File: src/rtl/waitq_pkg.sv
package waitq_pkg;
  parameter int TAG_W  = 8;
  parameter int SIZE_W = 8;

  typedef enum logic [2:0] {
    K_COH  = 3'd0,
    K_UCRD = 3'd1,
    K_UCWR = 3'd2,
    K_UCSW = 3'd3,
    K_RESP = 3'd4
  } kind_e;

  typedef struct packed {
    kind_e             kind;
    logic [SIZE_W-1:0] size;
    logic [TAG_W-1:0]  tag;
  } entry_t;

  // strobes from control to datapath
  typedef struct packed {
    logic loadNew;   // presented <= incoming
    logic loadHead;  // presented <= queue head, pop
    logic pushTail;  // incoming -> queue tail
    logic pushHead;  // presented -> queue head
    logic clearPres; // nothing left to present
  } strobe_t;
endpackage

File: src/rtl/waitq_ctrl.sv
module waitq_ctrl
  import waitq_pkg::*;
#(
  parameter int CNT_W = 4
) (
  input  logic             clk,
  input  logic             rstN,
  input  logic             reqValid,
  input  kind_e            reqKind,
  input  logic             arbGrant,
  input  logic             presValid,
  input  kind_e            presKind,
  input  logic [CNT_W-1:0] fifoCnt,
  input  logic             fifoFull,
  input  logic             fifoEmpty,
  output strobe_t          stb,
  output logic             reqReady,
  output logic [CNT_W-1:0] waitCount,
  output logic             errDupResp
);
  logic respPending;
  logic grantFire, isResp, dup, take;

  assign reqReady  = !fifoFull;
  assign grantFire = presValid && arbGrant;
  assign isResp    = (reqKind == K_RESP);
  assign dup       = reqValid && reqReady && isResp && respPending && !grantFire;
  assign take      = reqValid && reqReady && !dup;

  always_comb begin
    stb = '0;
    if (take) begin
      if (!presValid) begin
        stb.loadNew = 1'b1;
      end else if (grantFire) begin
        if (isResp || fifoEmpty) stb.loadNew = 1'b1;
        else begin
          stb.loadHead = 1'b1;
          stb.pushTail = 1'b1;
        end
      end else if (isResp) begin
        stb.pushHead = 1'b1;
        stb.loadNew  = 1'b1;
      end else begin
        stb.pushTail = 1'b1;
      end
    end else if (grantFire) begin
      if (fifoEmpty) stb.clearPres = 1'b1;
      else           stb.loadHead  = 1'b1;
    end
  end

  always_ff @(posedge clk) begin
    if (!rstN) begin
      waitCount   <= '0;
      respPending <= 1'b0;
      errDupResp  <= 1'b0;
    end else begin
      waitCount   <= waitCount + CNT_W'(take) - CNT_W'(grantFire);
      respPending <= (respPending && !grantFire) || (take && isResp);
      errDupResp  <= dup;
    end
  end

  // the counter always equals the presented entry plus queue occupancy
  a_r4_count_tracks: assert property (@(posedge clk) disable iff (!rstN)
    waitCount == fifoCnt + CNT_W'(presValid));

  // the outstanding-response flag agrees with what the datapath presents
  a_r8_resp_flag: assert property (@(posedge clk) disable iff (!rstN)
    respPending == (presValid && presKind == K_RESP));
endmodule

File: src/rtl/waitq_datapath.sv
module waitq_datapath
  import waitq_pkg::*;
#(
  parameter int DEPTH      = 8,
  parameter int BUS_BYTES  = 8,
  parameter int LINE_BYTES = 64,
  parameter int CNT_W      = 4,
  parameter int BEAT_W     = 6
) (
  input  logic              clk,
  input  logic              rstN,
  input  strobe_t           stb,
  input  entry_t            inEntry,
  output logic              presValid,
  output entry_t            presEntry,
  output logic [BEAT_W-1:0] presBeats,
  output logic [CNT_W-1:0]  fifoCnt,
  output logic              fifoFull,
  output logic              fifoEmpty
);
  localparam int PTR_W = (DEPTH > 1) ? $clog2(DEPTH) : 1;

  entry_t           mem [DEPTH];
  logic [PTR_W-1:0] headPtr, tailPtr, headPrev;

  function automatic logic [PTR_W-1:0] ptrInc(input logic [PTR_W-1:0] p);
    return (p == PTR_W'(DEPTH-1)) ? '0 : p + 1'b1;
  endfunction

  function automatic logic [PTR_W-1:0] ptrDec(input logic [PTR_W-1:0] p);
    return (p == '0) ? PTR_W'(DEPTH-1) : p - 1'b1;
  endfunction

  assign headPrev  = ptrDec(headPtr);
  assign fifoFull  = (fifoCnt == CNT_W'(DEPTH));
  assign fifoEmpty = (fifoCnt == '0);

  always_ff @(posedge clk) begin
    if (stb.pushTail) mem[tailPtr]  <= inEntry;
    if (stb.pushHead) mem[headPrev] <= presEntry;
  end

  always_ff @(posedge clk) begin
    if (!rstN) begin
      headPtr   <= '0;
      tailPtr   <= '0;
      fifoCnt   <= '0;
      presValid <= 1'b0;
      presEntry <= '0;
    end else begin
      if (stb.pushTail) tailPtr <= ptrInc(tailPtr);
      if (stb.pushHead) headPtr <= headPrev;
      else if (stb.loadHead) headPtr <= ptrInc(headPtr);
      fifoCnt <= fifoCnt + CNT_W'(stb.pushTail) + CNT_W'(stb.pushHead)
                         - CNT_W'(stb.loadHead);
      if (stb.loadNew) begin
        presValid <= 1'b1;
        presEntry <= inEntry;
      end else if (stb.loadHead) begin
        presValid <= 1'b1;
        presEntry <= mem[headPtr];
      end else if (stb.clearPres) begin
        presValid <= 1'b0;
      end
    end
  end

  // bus occupancy of the presented entry
  always_comb begin
    int unsigned b;
    case (presEntry.kind)
      K_UCWR, K_UCSW: b = 1 + (int'(presEntry.size) + BUS_BYTES - 1) / BUS_BYTES;
      K_RESP:         b = LINE_BYTES / BUS_BYTES;
      default:        b = 1;
    endcase
    presBeats = BEAT_W'(b);
  end

  // no push into a full queue unless a pop frees a slot in the same cycle
  a_r10_no_overflow: assert property (@(posedge clk) disable iff (!rstN)
    fifoFull |-> !stb.pushHead && !(stb.pushTail && !stb.loadHead));

  // head and tail inserts never coincide; no pop from an empty queue
  a_r5_single_insert: assert property (@(posedge clk) disable iff (!rstN)
    !(stb.pushHead && stb.pushTail) && !(stb.loadHead && fifoEmpty));
endmodule

File: src/rtl/bus_arb_waitq.sv
module bus_arb_waitq
  import waitq_pkg::*;
#(
  parameter int DEPTH      = 8,
  parameter int BUS_BYTES  = 8,
  parameter int LINE_BYTES = 64,
  localparam int CNT_W     = $clog2(DEPTH + 2),
  localparam int MAX_WR    = 1 + ((1 << SIZE_W) + BUS_BYTES - 2) / BUS_BYTES,
  localparam int MAX_LN    = LINE_BYTES / BUS_BYTES,
  localparam int BEAT_W    = $clog2(((MAX_WR > MAX_LN) ? MAX_WR : MAX_LN) + 1)
) (
  input  logic              clk,
  input  logic              rstN,
  input  logic              reqValid,
  input  logic [2:0]        reqKind,
  input  logic [SIZE_W-1:0] reqSize,
  input  logic [TAG_W-1:0]  reqTag,
  output logic              reqReady,
  output logic              arbValid,
  output logic [2:0]        arbKind,
  output logic [TAG_W-1:0]  arbTag,
  output logic [BEAT_W-1:0] arbBeats,
  input  logic              arbGrant,
  output logic [CNT_W-1:0]  waitCount,
  output logic              errDupResp
);
  strobe_t          stb;
  entry_t           inEntry, presEntry;
  logic [CNT_W-1:0] fifoCnt;
  logic             fifoFull, fifoEmpty;

  assign inEntry = '{kind: kind_e'(reqKind), size: reqSize, tag: reqTag};
  assign arbKind = presEntry.kind;
  assign arbTag  = presEntry.tag;

  waitq_ctrl #(.CNT_W(CNT_W)) u_ctrl (
    .clk(clk), .rstN(rstN), .reqValid(reqValid), .reqKind(kind_e'(reqKind)),
    .arbGrant(arbGrant), .presValid(arbValid), .presKind(presEntry.kind),
    .fifoCnt(fifoCnt), .fifoFull(fifoFull), .fifoEmpty(fifoEmpty),
    .stb(stb), .reqReady(reqReady), .waitCount(waitCount), .errDupResp(errDupResp)
  );

  waitq_datapath #(
    .DEPTH(DEPTH), .BUS_BYTES(BUS_BYTES), .LINE_BYTES(LINE_BYTES),
    .CNT_W(CNT_W), .BEAT_W(BEAT_W)
  ) u_dp (
    .clk(clk), .rstN(rstN), .stb(stb), .inEntry(inEntry),
    .presValid(arbValid), .presEntry(presEntry), .presBeats(arbBeats),
    .fifoCnt(fifoCnt), .fifoFull(fifoFull), .fifoEmpty(fifoEmpty)
  );

  // presented request holds until granted or displaced by a response
  a_r7_hold: assert property (@(posedge clk) disable iff (!rstN)
    arbValid && !arbGrant && !(reqValid && reqReady && reqKind == 3'd4)
    |=> arbValid && $stable(arbTag) && $stable(arbKind));

  // an error pulse follows only an offered data response
  a_r8_err_cause: assert property (@(posedge clk) disable iff (!rstN)
    errDupResp |-> $past(reqValid && reqKind == 3'd4));
endmodule

File: config.mk
export PLATFORM = sky130hd
export DESIGN_NAME = bus_arb_waitq
export DESIGN_NICKNAME = d
export VERILOG_FILES = /design/src/rtl/waitq_pkg.sv /design/src/rtl/waitq_ctrl.sv /design/src/rtl/waitq_datapath.sv /design/src/rtl/bus_arb_waitq.sv
export SDC_FILE = /design/constraint.sdc
export NUM_CORES = 1
export LEC_CHECK = 0
export BUFFER_PORTS_ARGS = -buffer_cell sky130_fd_sc_hd__buf_4
export CELL_PAD_IN_SITES_DETAIL_PLACEMENT = 2
export CELL_PAD_IN_SITES_GLOBAL_PLACEMENT = 2
export CORE_MARGIN = 2
export CORE_UTILIZATION = 46
export DETAILED_ROUTE_END_ITERATION = 8
export GPL_ROUTABILITY_DRIVEN = 0
export PLACE_DENSITY_LB_ADDON = 0.3
export SLEW_MARGIN = 20
export SYNTH_ARGS = -nofsm -noshare
export SYNTH_HDL_FRONTEND = slang
export SYNTH_SLANG_ARGS = --single-unit
File: constraint.sdc
create_clock -name clk -period 4.1 [get_ports clk]
set_clock_uncertainty 0.2 [all_clocks]
set_input_delay 0.205 -clock clk [delete_from_list [all_inputs] [get_ports clk]]
set_output_delay 0.205 -clock clk [all_outputs]
set_load 0.005 [all_outputs]
# Yosys cells after proc, flatten, opt, wreduce, memory -nomap -nowiden
# Memory sizes are Yosys's and may differ from the RTL's. A register that Yosys moved wholly into a read port is not among the register bits.
# Cells that the tools add are included.
# word_totals
ff_bits	36
ramBits	152
inputBits	23
output_inout_bits	24
elab_cells	90
mem_count	1
# memory_table
memory	words	word_bits	rd	rd_clocked_by_memory_dff	write_ports	line_no	rtl
u_dp.mem	8	19	1	1	1	waitq_datapath.sv:23	entry_t mem [DEPTH];
# classes
n_addsub	12
eq_ne	7
n_mux	38
bitwise_logic	1
reduce_logical	21
# op_table
op	n
$mux W19	3
$mux W3	9
$mux W1	23
$reduce_or A19 Y1	1
$add A4 B1 Y4	3
$eq A3 B3 Y1 const B	4
$pmux W6 S2	1
$sub A9 B1 Y10 const B	1
$add A8 B4 Y9 const B	1
$logic_and A1 B1 Y1	8
$sub A4 B1 Y4	2
$add A2 B6 Y6 const A	1
$add A3 B1 Y3 const B	2
$add A6 B1 Y6	1
$eq A3 B2 Y1 const B	2
$eq A4 B4 Y1 const B	1
$logic_not A4 Y1	1
$mux W2	2
$reduce_bool A2 Y1	2
$logic_not A1 Y1	3
$logic_not A3 Y1	1
$reduce_bool A3 Y1	1
$reduce_or A3 Y1	1
$sub A3 B1 Y3 const B	1
other kinds (3)	4

# Logic depth before layout (Yosys ltp)
# Gate-level depths: netlist of run 1.
# logic_depth
depth_word	13
mapped_depth	14
depth_no_buf	12

# Cells and area by module
# A second synthesis of run 1 with hierarchy kept.
# unflattened
hier_cells	747
area_unflattened_um2	9948.3
# by_module_without_submodules
module	n_inst	cells_each	area_per_inst_um2	seq_area_each_um2
waitq_datapath	1	703	9547.9	5225.0
waitq_ctrl	1	44	400.4	120.1

# Worst setup path before layout of run 1
# Ideal clock, no wire load.
# synth_timing
kind	register to register
start	register u_dp.fifoCnt[2]
end	memory u_dp.mem[0][0] in the netlist's numbering (enable)
setup_time_ps	419
arrival_time_ps	2946
required_time_ps	3481
slack_ps	535
stages_incl_launch_ff	10
synth_period_minus_slack_ps	3565
cell_sequence	dfxtp_1 -> inv_1 -> ha_1 -> nor3b_4 -> inv_1 -> nand3_1 -> nor2_2 -> inv_4 -> mux2_4 -> nor3_1
# synth_between
elab_chain_len	13
# synth_rtl
item	line_no	rtl
start: declaration	waitq_datapath.sv:17	output logic [CNT_W-1:0] fifoCnt,
start signal: assignment	waitq_datapath.sv:54	fifoCnt <= fifoCnt + CNT_W'(stb.pushTail) + CNT_W'(stb.pushHead)
$eq A4 B4 Y1 *	waitq_datapath.sv:35	assign fifoFull = (fifoCnt == CNT_W'(DEPTH));
$logic_not A1 Y1 *	waitq_ctrl.sv:24	assign reqReady = !fifoFull;
via reqReady	bus_arb_waitq.sv:18	output logic reqReady,
$logic_and A1 B1 Y1 *	waitq_ctrl.sv:27, waitq_ctrl.sv:28	
$logic_and A1 B1 Y1 (3 in series)	waitq_ctrl.sv:27	assign dup = reqValid && reqReady && isResp && respPending && !grantFire;
$logic_not A1 Y1	waitq_ctrl.sv:28	assign take = reqValid && reqReady && !dup;
$logic_and A1 B1 Y1 *	waitq_ctrl.sv:28	
$mux W2 *	waitq_ctrl.sv:32	if (take) begin
$mux W1	waitq_datapath.sv:40	if (stb.pushHead) mem[headPrev] <= presEntry;
$mux W1 (not written as such)	waitq_datapath.sv:40	
$reduce_or A19 Y1 (no source line)	-	
$mux W3 (no source line) / $mux W1 (equally long branches)	-	
end: declaration	waitq_datapath.sv:23	
# The timed path passes the listed nets; every way through them passes the cells marked *.

# Final worst setup path of run 1
# layout_timing
start	register u_dp.fifoCnt[2]
end	memory u_dp.mem[5][8] in the netlist's numbering (enable)
# layout_between
elab_chain_len	13
# layout_rtl
item	line_no
$eq A4 B4 Y1	waitq_datapath.sv:35
$logic_not A1 Y1	waitq_ctrl.sv:24
$logic_and A1 B1 Y1	waitq_ctrl.sv:27, waitq_ctrl.sv:28
$logic_and A1 B1 Y1 (3 in series)	waitq_ctrl.sv:27
$logic_not A1 Y1	waitq_ctrl.sv:28
$logic_and A1 B1 Y1	waitq_ctrl.sv:28
$mux W2 *	waitq_ctrl.sv:32
$mux W1	waitq_datapath.sv:40
$mux W1 (not written as such)	waitq_datapath.sv:40
$reduce_or A19 Y1 (no source line)	-
$mux W3 (no source line) / $mux W1 (equally long branches)	-
# Mark *: on every way between the ends. The rest lies on a longest branch, timed or not.

==> tab_implementation.tex, run 1 <==
\begin{tabular}{lr}
\hline
Metric & Value \\
\hline
\multicolumn{2}{l}{\textbf{Synth}} \\
Post-synthesis net count & 539 \\
Number of standard cells after synthesis & 497 \\
Post-Synthesis Cell Area & 8300 µm² \\
Synth warn & 0 \\
Sequential-to-total area share from yosys stat & 64.4\% \\
Post-synthesis average cell area & 16.7 µm² \\
Top-area cell type share of the netlist area & 55.0\% \\
FFs w/ async S/R, synth & 0\% \\
Flip-flop and latch count after synthesis & 191 \\
Cells taking the most area after synthesis & edfxtp\_1 (55\%), mux4\_2 (10\%), dfxtp\_1 (9.4\%) \\
Top cell type by total area after synthesis & edfxtp\_1 \\
Distinct cell type count of the synthesized netlist & 58 \\
Top\_reg\_cell synth & edfxtp\_1 \\
Post-synth EDFFs & 152 \\
\multicolumn{2}{l}{\textbf{Global route}} \\
Number of global-route vias before repair & 5514 \\
Number of antenna violations at the first check in global routing & 0 \\
Global-route congestion overflow total & 0 \\
GR Util All Layers & 25.1\% \\
Pin count of the biggest net entering global routing & 39 \\
Wire length of the first global-routing pass & 35.4 mm \\
\multicolumn{2}{l}{\textbf{Layout}} \\
Filler cells & 1561 \\
Layout cells sized above 1 & 29.6\% \\
Ant diodes & 0 \\
Area of combinational cells with multiple inputs & 2640 µm² \\
Final instance area & 9660 µm² \\
Layout-stage area growth over the synthesis result & 16.3\% \\
\# nets final & 607 \\
Area used by sequential logic in the layout & 5350 µm² \\
\multicolumn{2}{l}{\textbf{Power}} \\
Switching share of power & 29.5\% \\
Cell-internal power & 3.43 mW \\
Maximum vdd ir drop & 0.314 mV \\
Net Sw Power & 1.43 mW \\
Sequential cell fraction of total power & 47.6\% \\
Leakage & 3.23 nW \\
Combinational group share of total power & 17.3\% \\
Proportion of power drawn by the clock network & 35.1\% \\
Ratio of total power to cell area & 504 nW/µm² \\
\multicolumn{2}{l}{\textbf{Clocking}} \\
Post-cts repair resize count & 0 \\
Cts bufs inserted & 17 \\
CTS tree & built \\
Cell at the root of the clock tree & clkbuf\_16 \\
Clock-pin slew reported for the worst setup and hold paths after clock tree synthesis & 0.08 ns \\
Clock tree buffer depth & 2 \\
Clock H-tree levels & 4 \\
Sink Count & 191 \\
Clk Latency, worst-skew pair & 0.44 ns \\
\multicolumn{2}{l}{\textbf{Timing}} \\
Setup repair after global routing missed its margin & false \\
Final-report max-slew violation count & 0 \\
Max Clk Rate & 311 MHz \\
Final hold violations & 0 \\
Slew headroom & 48.4\% \\
Transition time at the pin with the least slew margin & 0.773 ns \\
Worst Hold Margin & 0.0828 ns \\
Setup tns final & 0 ns \\
Final count of negative-setup-slack endpoints & 0 \\
Final clock period utilization by the worst path & 78.4\% \\
Final critical path time including I/O delays and setup & 3.21 ns \\
\multicolumn{2}{l}{\textbf{Route}} \\
First-iteration detailed-routing DRC count & 351 \\
Pre-antenna DRT Iters & 5 \\
Routed vias & 4906 \\
Antenna violation net count after detailed routing & 0 \\
DR WL/cell & 28.5 µm \\
Total DRC errors in the routed layout & 0 \\
Vias per Instance & 6.08 \\
Detailed-route wire length & 23.0 mm \\
\multicolumn{2}{l}{\textbf{Critical path}} \\
Crit path DAT & 3.12 ns \\
Endpoint of the worst register-to-register path & u\_dp.mem[5][8] \\
Depth of the worst register-to-register path & 10 \\
Required time of the worst setup path & 4.00 ns \\
Worst Setup Path Type & flip-flop to flip-flop \\
CP max FO & 26 \\
Start point of the critical path & u\_dp.fifoCnt[2] \\
Worst reg2reg path startpoint & u\_dp.fifoCnt[2] \\
Crit start category & flip-flop \\
Setup crit end kind & flip-flop \\
Worst reg-to-reg setup slack & 0.89 ns \\
\multicolumn{2}{l}{\textbf{Flow run}} \\
Max cap viols & 0 \\
\multicolumn{2}{l}{\textbf{Placement}} \\
IO buf count & 46 \\
Cell area reported after detailed placement & 8830 µm² \\
HPWL after DPL & 14.1 mm \\
\multicolumn{2}{l}{\textbf{Worst hold path}} \\
Beginning of the worst hold path & reqValid \\
Cell count of the worst hold path & 4 \\
Hold/Removal Path Class & primary input to flip-flop \\
\multicolumn{2}{l}{\textbf{Status}} \\
Outcome & completed \\
\multicolumn{2}{l}{\textbf{Die}} \\
Die Wd & 138 µm \\
Cell row count & 49 \\
Area enclosed by the die boundary & 19100 µm² \\
Initial core utilization & 46.5\% \\
Core Footprint & 17800 µm² \\
Number of I/O pins & 47 \\
Height of the die & 138 µm \\
\hline
\end{tabular}
-- timing repair --
item                                   in CTS  in global routing
setup endpoints to repair                   0                  0
buffers inserted                            0                  0
endpoints found under the hold margin      31                  0
hold buffers                               21                  0
-- critical path: stages, from the launching register on --
cell	delay [ns]
dfxtp_1	0.31
inv_1	0.10
ha_1	0.16
nor3b_4	0.31
inv_1	0.15
nand3_1	0.18
nor2_2	0.09
inv_4	0.36
mux2i_1	0.30
nor3_2	0.29
buf_4	0.40
-- area by class of cell --
class	instances	area share (%)
Sequential cell	191	55.4
Multi-Input combinational cell	249	27.3
Timing Repair Buffer	85	7.15
Clock buffer	17	4.41
Tap cell	229	2.97
Clock inverter	15	1.94
Inverter	21	0.842
-- Yosys cell counts (2+ instances only) --
cell	number
dfxtp_1	39
a21o_1	5
o21ai_0	5
o211ai_1	3
or3b_1	2
and3_2	2
nand3_1	9
a21oi_1	7
and2_1	4
mux4_2	37
a211oi_1	2
nand4_1	3
mux2_2	16
fa_1	3
ha_1	16
o21a_1	3
buf_4	18
nor2_1	15
a221o_1	19
buf_6	9
clkbuf_1	3
xnor2_1	7
nand2b_1	2
inv_1	20
edfxtp_1	152
buf_2	6
nor3_1	10
nor3b_1	3
a31oi_1	3
mux2i_1	21
mux2_4	2
or4_1	2
nor4_1	20
nand2_1	5
-- cells in the final DEF (no fill, tap or decap), drive strengths merged, types with 17 or more instances in the layout --
cell / count
clkbuf: 17
nor4: 20
mux4: 38
mux2: 18
inv: 29
edfxtp: 152
dfxtp: 39
mux2i: 21
dlygate4sd3: 21
buf: 64
a221o: 19
-- flip-flops by register name, summed over array words and instances, names as in the netlist, named ones only --
| name | flops |
|---|---|
| u_ctrl.errDupResp | 1 |
| u_ctrl.respPending | 1 |
| u_ctrl.waitCount | 4 |
| u_dp.fifoCnt | 4 |
| u_dp.headPtr | 3 |
| u_dp.mem | 152 |
| u_dp.presEntry | 19 |
| u_dp.presValid | 1 |
| u_dp.tailPtr | 3 |
-- worst max-delay path by stage --
stage	cells after the start	slack (ns)	end
2_1_floorplan	9	0.54	u_dp.mem[0][0]
3_3_place_gp	10	1.08	u_dp.mem[2][2]
3_5_place_dp	10	0.88	u_dp.mem[5][13]
4_1_cts	10	0.85	u_dp.mem[5][5]
5_1_grt	10	0.69	u_dp.mem[5][5]
6_report	10	0.89	u_dp.mem[5][8]
-- power groups by stage --
stage	logic [mW]	registers, mW	clock network (mW)
2_1_floorplan	0.589	2.30	0
4_1_cts	0.851	2.32	1.73
6_report	0.842	2.32	1.71
5_1_grt	0.932	2.33	1.80
3_5_place_dp	0.819	2.36	0
3_3_place_gp	0.760	2.34	0
-- logic make-up after synthesis --
| group | count (synthesis) | share of synthesized area (%) |
|---|---|---|
| xor gates and xnor gates | 8 | 0.844 |
| and+or+nand+nor | 89 | 6.46 |
| DFF | 191 | 64.4 |
| AOI/OAI and AO/OA | 56 | 5.44 |
| buffers and inverters | 57 | 4.32 |
| adders and majority gates | 19 | 3.13 |
| muxes | 77 | 15.4 |
-- metal layers --
| metal | global-route usage, % | vias up | share of wire [%] |
|---|---|---|---|
| li1 | - | 2123 | - |
| met1 | 31.7 | 2584 | 41 |
| met2 | 44.1 | 163 | 52 |
| met3 | 4.68 | 36 | 5.0 |
| met4 | 7.95 | 0 | 1.9 |
| met5 | 0 | - | 0 |
-- through the flow --
stage	util, %	setup WS (ns)	total power, mW	std cells
floorplan	-	0.535	2.89	497
global placement	49.5	1.08	3.10	754
detailed placement	49.5	0.878	3.18	754
CTS	54.1	0.854	4.90	807
global route	54.1	0.692	5.06	807
finish	54.1	0.887	4.87	807
No activity file was read; power rests on OpenSTA's default activity.
==> run 2: changes to the inputs <==
--- a/config.mk
+++ b/config.mk
@@ -5,11 +5,12 @@
 export SDC_FILE = /design/constraint.sdc
 export NUM_CORES = 1
 export LEC_CHECK = 0
+export ABC_AREA = 1
 export BUFFER_PORTS_ARGS = -buffer_cell sky130_fd_sc_hd__buf_4
 export CELL_PAD_IN_SITES_DETAIL_PLACEMENT = 2
 export CELL_PAD_IN_SITES_GLOBAL_PLACEMENT = 2
 export CORE_MARGIN = 2
-export CORE_UTILIZATION = 46
+export CORE_UTILIZATION = 39
 export DETAILED_ROUTE_END_ITERATION = 8
 export GPL_ROUTABILITY_DRIVEN = 0
 export PLACE_DENSITY_LB_ADDON = 0.3
==> constraint.sdc (replaced) <==
create_clock -name clk -period 3.2 [get_ports clk]
set_clock_uncertainty 0.2 [all_clocks]
set_input_delay 0.16 -clock clk [delete_from_list [all_inputs] [get_ports clk]]
set_output_delay 0.16 -clock clk [all_outputs]
set_load 0.005 [all_outputs]
==> run 2 against run 1 <==
- global-route usage grew 0.58 points
- cell count is 70% higher
- sequential power grew 26%
- synthesized cell count up 98%
- count of clock-buffer cells in the layout up 2
- via count is 43% higher
- worst hold slack got worse by 0.040 ns
- register-to-register slack got worse by 0.44 ns
- sequential cell count unchanged
- utilization shrank 7.7 points
- worst setup slack lost 0.44 ns
==> tab_implementation.tex, run 2 <==
\begin{tabular}{lr}
\hline
Metric & Value \\
\hline
\multicolumn{2}{l}{\textbf{Status}} \\
Outcome & completed \\
\multicolumn{2}{l}{\textbf{Synth}} \\
FFs w/ async S/R, synth & 0\% (unchanged) \\
Most used standard cell by instance count after synthesis & nand2\_1 \\
Sequential-to-total area share from yosys stat & 58.6\% (-5.8 points) \\
Top cell type by total area after synthesis & edfxtp\_1 \\
Post-Synthesis Cell Area & 9120 µm² (+9.8\%) \\
Top\_reg\_cell synth & edfxtp\_1 \\
Synth warn & 0 (unchanged) \\
Flip-flop and latch count after synthesis & 191 (unchanged) \\
Post-synthesis average cell area & 9.25 µm² (-45\%) \\
Number of standard cells after synthesis & 986 (+98\%) \\
Distinct cell type count of the synthesized netlist & 36 (-38\%) \\
Top post-synthesis cells by count & nand2\_1 (196), nor2\_1 (157), edfxtp\_1 (152) \\
Post-synthesis net count & 1028 (+91\%) \\
Cells taking the most area after synthesis & edfxtp\_1 (50\%), dfxtp\_1 (8.6\%), nand2\_1 (8.1\%) \\
Top-area cell type share of the netlist area & 50.1\% (-4.9 points) \\
Post-synth EDFFs & 152 (unchanged) \\
\multicolumn{2}{l}{\textbf{Route}} \\
Pre-antenna DRT Iters & 4 (-1) \\
DR WL/cell & 21.9 µm (-23\%) \\
First-iteration detailed-routing DRC count & 432 (+23\%) \\
Routed vias & 7027 (+43\%) \\
Total DRC errors in the routed layout & 0 (unchanged) \\
Antenna violation net count after detailed routing & 0 (unchanged) \\
Vias per Instance & 5.14 (-16\%) \\
Detailed-route wire length & 30.0 mm (+30\%) \\
\multicolumn{2}{l}{\textbf{Layout}} \\
\# nets final & 1085 (+79\%) \\
Register with the most flip-flops & u\_dp.mem \\
Layout cells sized above 1 & 16.4\% (-13 points) \\
Count of placed standard cells in the final layout, fillers left out & 1368 (+70\%) \\
Final core utilization & 46.5\% (-7.7 points) \\
Commonest non-fill, non-tap cell in the layout & nand2\_1 \\
Ant diodes & 0 (unchanged) \\
Commonest cells after routing, fill and taps aside & nand2\_1 (196), edfxtp\_1 (152), nor2\_1 (149), inv\_1 (128), nand3\_1 (126) \\
Layout-stage area growth over the synthesis result & 16.1\% \\
Max reg flops & 152 (unchanged) \\
Largest registers & u\_dp.mem: 152 flops, u\_dp.presEntry: 19 flops \\
\multicolumn{2}{l}{\textbf{Power}} \\
Maximum vdd ir drop & 0.370 mV (+18\%) \\
Leakage & 4.48 nW (+39\%) \\
Ratio of total power to cell area & 638 nW/µm² (+27\%) \\
\multicolumn{2}{l}{\textbf{Timing}} \\
Setup tns final & 0 ns (unchanged) \\
Post-route setup slack & 0.443 ns (-0.443 ns) \\
Worst Hold Margin & 0.0424 ns (-0.0404 ns) \\
Final count of negative-setup-slack endpoints & 0 (unchanged) \\
Max Clk Rate & 363 MHz (+17\%) \\
Final critical path time including I/O delays and setup & 2.76 ns (-0.457 ns) \\
Final hold violations & 0 (unchanged) \\
Final clock period utilization by the worst path & 86.1\% (+7.8 points) \\
Slew headroom & 33.3\% (-15 points) \\
Transition time at the pin with the least slew margin & 0.989 ns (+0.216 ns) \\
Final-report max-slew violation count & 0 (unchanged) \\
Setup repair after global routing missed its margin & false \\
\multicolumn{2}{l}{\textbf{Die}} \\
Initial core utilization & 40.0\% (-6.5 points) \\
Cell row count & 55 (+12\%) \\
Die Wd & 157 µm (+13\%) \\
Area enclosed by the die boundary & 24600 µm² (+29\%) \\
Number of I/O pins & 47 (unchanged) \\
Height of the die & 157 µm (+13\%) \\
Core Footprint & 22800 µm² (+28\%) \\
\multicolumn{2}{l}{\textbf{Clocking}} \\
Clock tree buffer depth & 2 (unchanged) \\
Clk Latency, worst-skew pair & 0.43 ns (about the same) \\
Cts bufs inserted & 17 (unchanged) \\
CTS tree & built \\
Clock H-tree levels & 4 (unchanged) \\
Sink Count & 191 (unchanged) \\
Buffers inserted by post-CTS timing repair & 0 (unchanged) \\
Cell at the root of the clock tree & clkbuf\_16 \\
Post-cts repair resize count & 0 (unchanged) \\
Clock-pin slew reported for the worst setup and hold paths after clock tree synthesis & 0.07 ns (about the same) \\
\multicolumn{2}{l}{\textbf{Critical path}} \\
Crit path DAT & 2.89 ns (-0.23 ns) \\
Required time of the worst setup path & 3.34 ns (-0.66 ns) \\
Crit start category & flip-flop \\
Worst Setup Path Type & flip-flop to flip-flop \\
Setup crit end kind & flip-flop \\
CP max FO & 5 (-81\%) \\
\multicolumn{2}{l}{\textbf{Worst hold path}} \\
Hold/Removal Path Class & primary input to flip-flop \\
\multicolumn{2}{l}{\textbf{Placement}} \\
IO buf count & 46 (unchanged) \\
Number of cells in the design after placement & 1316 (+75\%) \\
HPWL after DPL & 18.0 mm (+28\%) \\
Pre-CTS worst setup slack & 0.429 ns (-0.449 ns) \\
\multicolumn{2}{l}{\textbf{Global route}} \\
Number of global-route vias before repair & 7935 (+44\%) \\
Wire length of the first global-routing pass & 46.9 mm (+33\%) \\
Global-route congestion overflow total & 0 (unchanged) \\
Number of antenna violations at the first check in global routing & 0 (unchanged) \\
GR Util All Layers & 25.7\% (+0.58 points) \\
Pin count of the biggest net entering global routing & 77 (+97\%) \\
\multicolumn{2}{l}{\textbf{Flow run}} \\
Max cap viols & 0 (unchanged) \\
\hline
\end{tabular}
## run 2: cell count changes in the layout (fill, tap and decap cells not counted), moves of 10 or more
| cell | before | now |
|---|---|---|
| o21ai_1 | 0 | 10 |
| nand2_1 | 5 | 196 |
| inv_1 | 20 | 128 |
| mux2_2 | 16 | 0 |
| mux2i_1 | 21 | 0 |
| mux4_2 | 37 | 0 |
| nor2_1 | 15 | 149 |
| or2_2 | 0 | 36 |
| a221o_1 | 19 | 0 |
| nand3_1 | 9 | 126 |
| o21ai_0 | 5 | 16 |
| nor4_1 | 20 | 0 |
## run 2: cell families after synthesis
| group | Yosys count | share of synthesized area, % |
|---|---|---|
| flops | 191 | 58.6 |
| fa+ha+maj | 19 | 2.85 |
| xor+xnor | 4 | 0.384 |
| buf+inv | 191 | 9.25 |
| simple gates | 539 | 26.3 |
| compound gates | 42 | 2.55 |
## run 2: final cells by class
class                           instances  area [µm²]
Clock buffer                           19         433
Multi-Input combinational cell        604        2950
Timing Repair Buffer                   91         798
Clock inverter                         12         144
Tap cell                              313         392
Fill cell                            2387       12200
Inverter                              138         518
Sequential cell                       191        5350
## run 2: metal layers
metal | wire [µm] | up-vias | GRT usage (%)
met2 | 15500 | 118 | 45.2
met1 | 13200 | 3631 | 33.2
met3 | 775 | 31 | 3.83
li1 | - | 3247 | -
met5 | 0 | - | 0
met4 | 465 | 0 | 6.55
## run 2: worst paths after layout
| path | cells past startpoint | slack [ns] | startpoint | endpoint |
|---|---|---|---|---|
| max | 12 | 0.44 | u_dp.fifoCnt[2] | u_dp.fifoCnt[1] |
| min reg2reg | 2 | 0.34 | u_ctrl.respPending | u_ctrl.errDupResp |
| max reg2reg | 12 | 0.44 | u_dp.fifoCnt[2] | u_dp.fifoCnt[1] |
| min | 5 | 0.04 | reqTag[6] | u_dp.presEntry[6] |
## run 2: per-stage QoR
stage	power [mW]	instance area [µm²]
final	6.75	10600
after global routing	7.09	10600
after CTS	6.75	10600
after detailed placement	4.55	9800
after global placement	4.45	9800
after floorplan	4.04	9120
## run 2: where the power goes
| part | internal, mW | switching, mW | leakage (nW) |
|---|---|---|---|
| Sequential | 2.83 | 0.101 | 1.69 |
| Clock | 1.22 | 0.959 | 0.280 |
| Combinational | 0.567 | 1.07 | 2.51 |
| Total | 4.62 | 2.13 | 4.48 |
## run 2: timing repair
item,in CTS,in global routing
hold buffers,21,0
hold endpoints to repair,36,0
setup endpoints to repair,0,0
## run 2: critical path: stages (launching register included)
cell	delay, ns
dfxtp_1	0.32
inv_1	0.06
ha_1	0.23
nand2_4	0.10
nand2_8	0.08
nor2_2	0.22
inv_2	0.10
ha_1	0.33
fa_1	0.39
inv_1	0.10
fa_1	0.42
nand2_1	0.08
inv_1	0.04
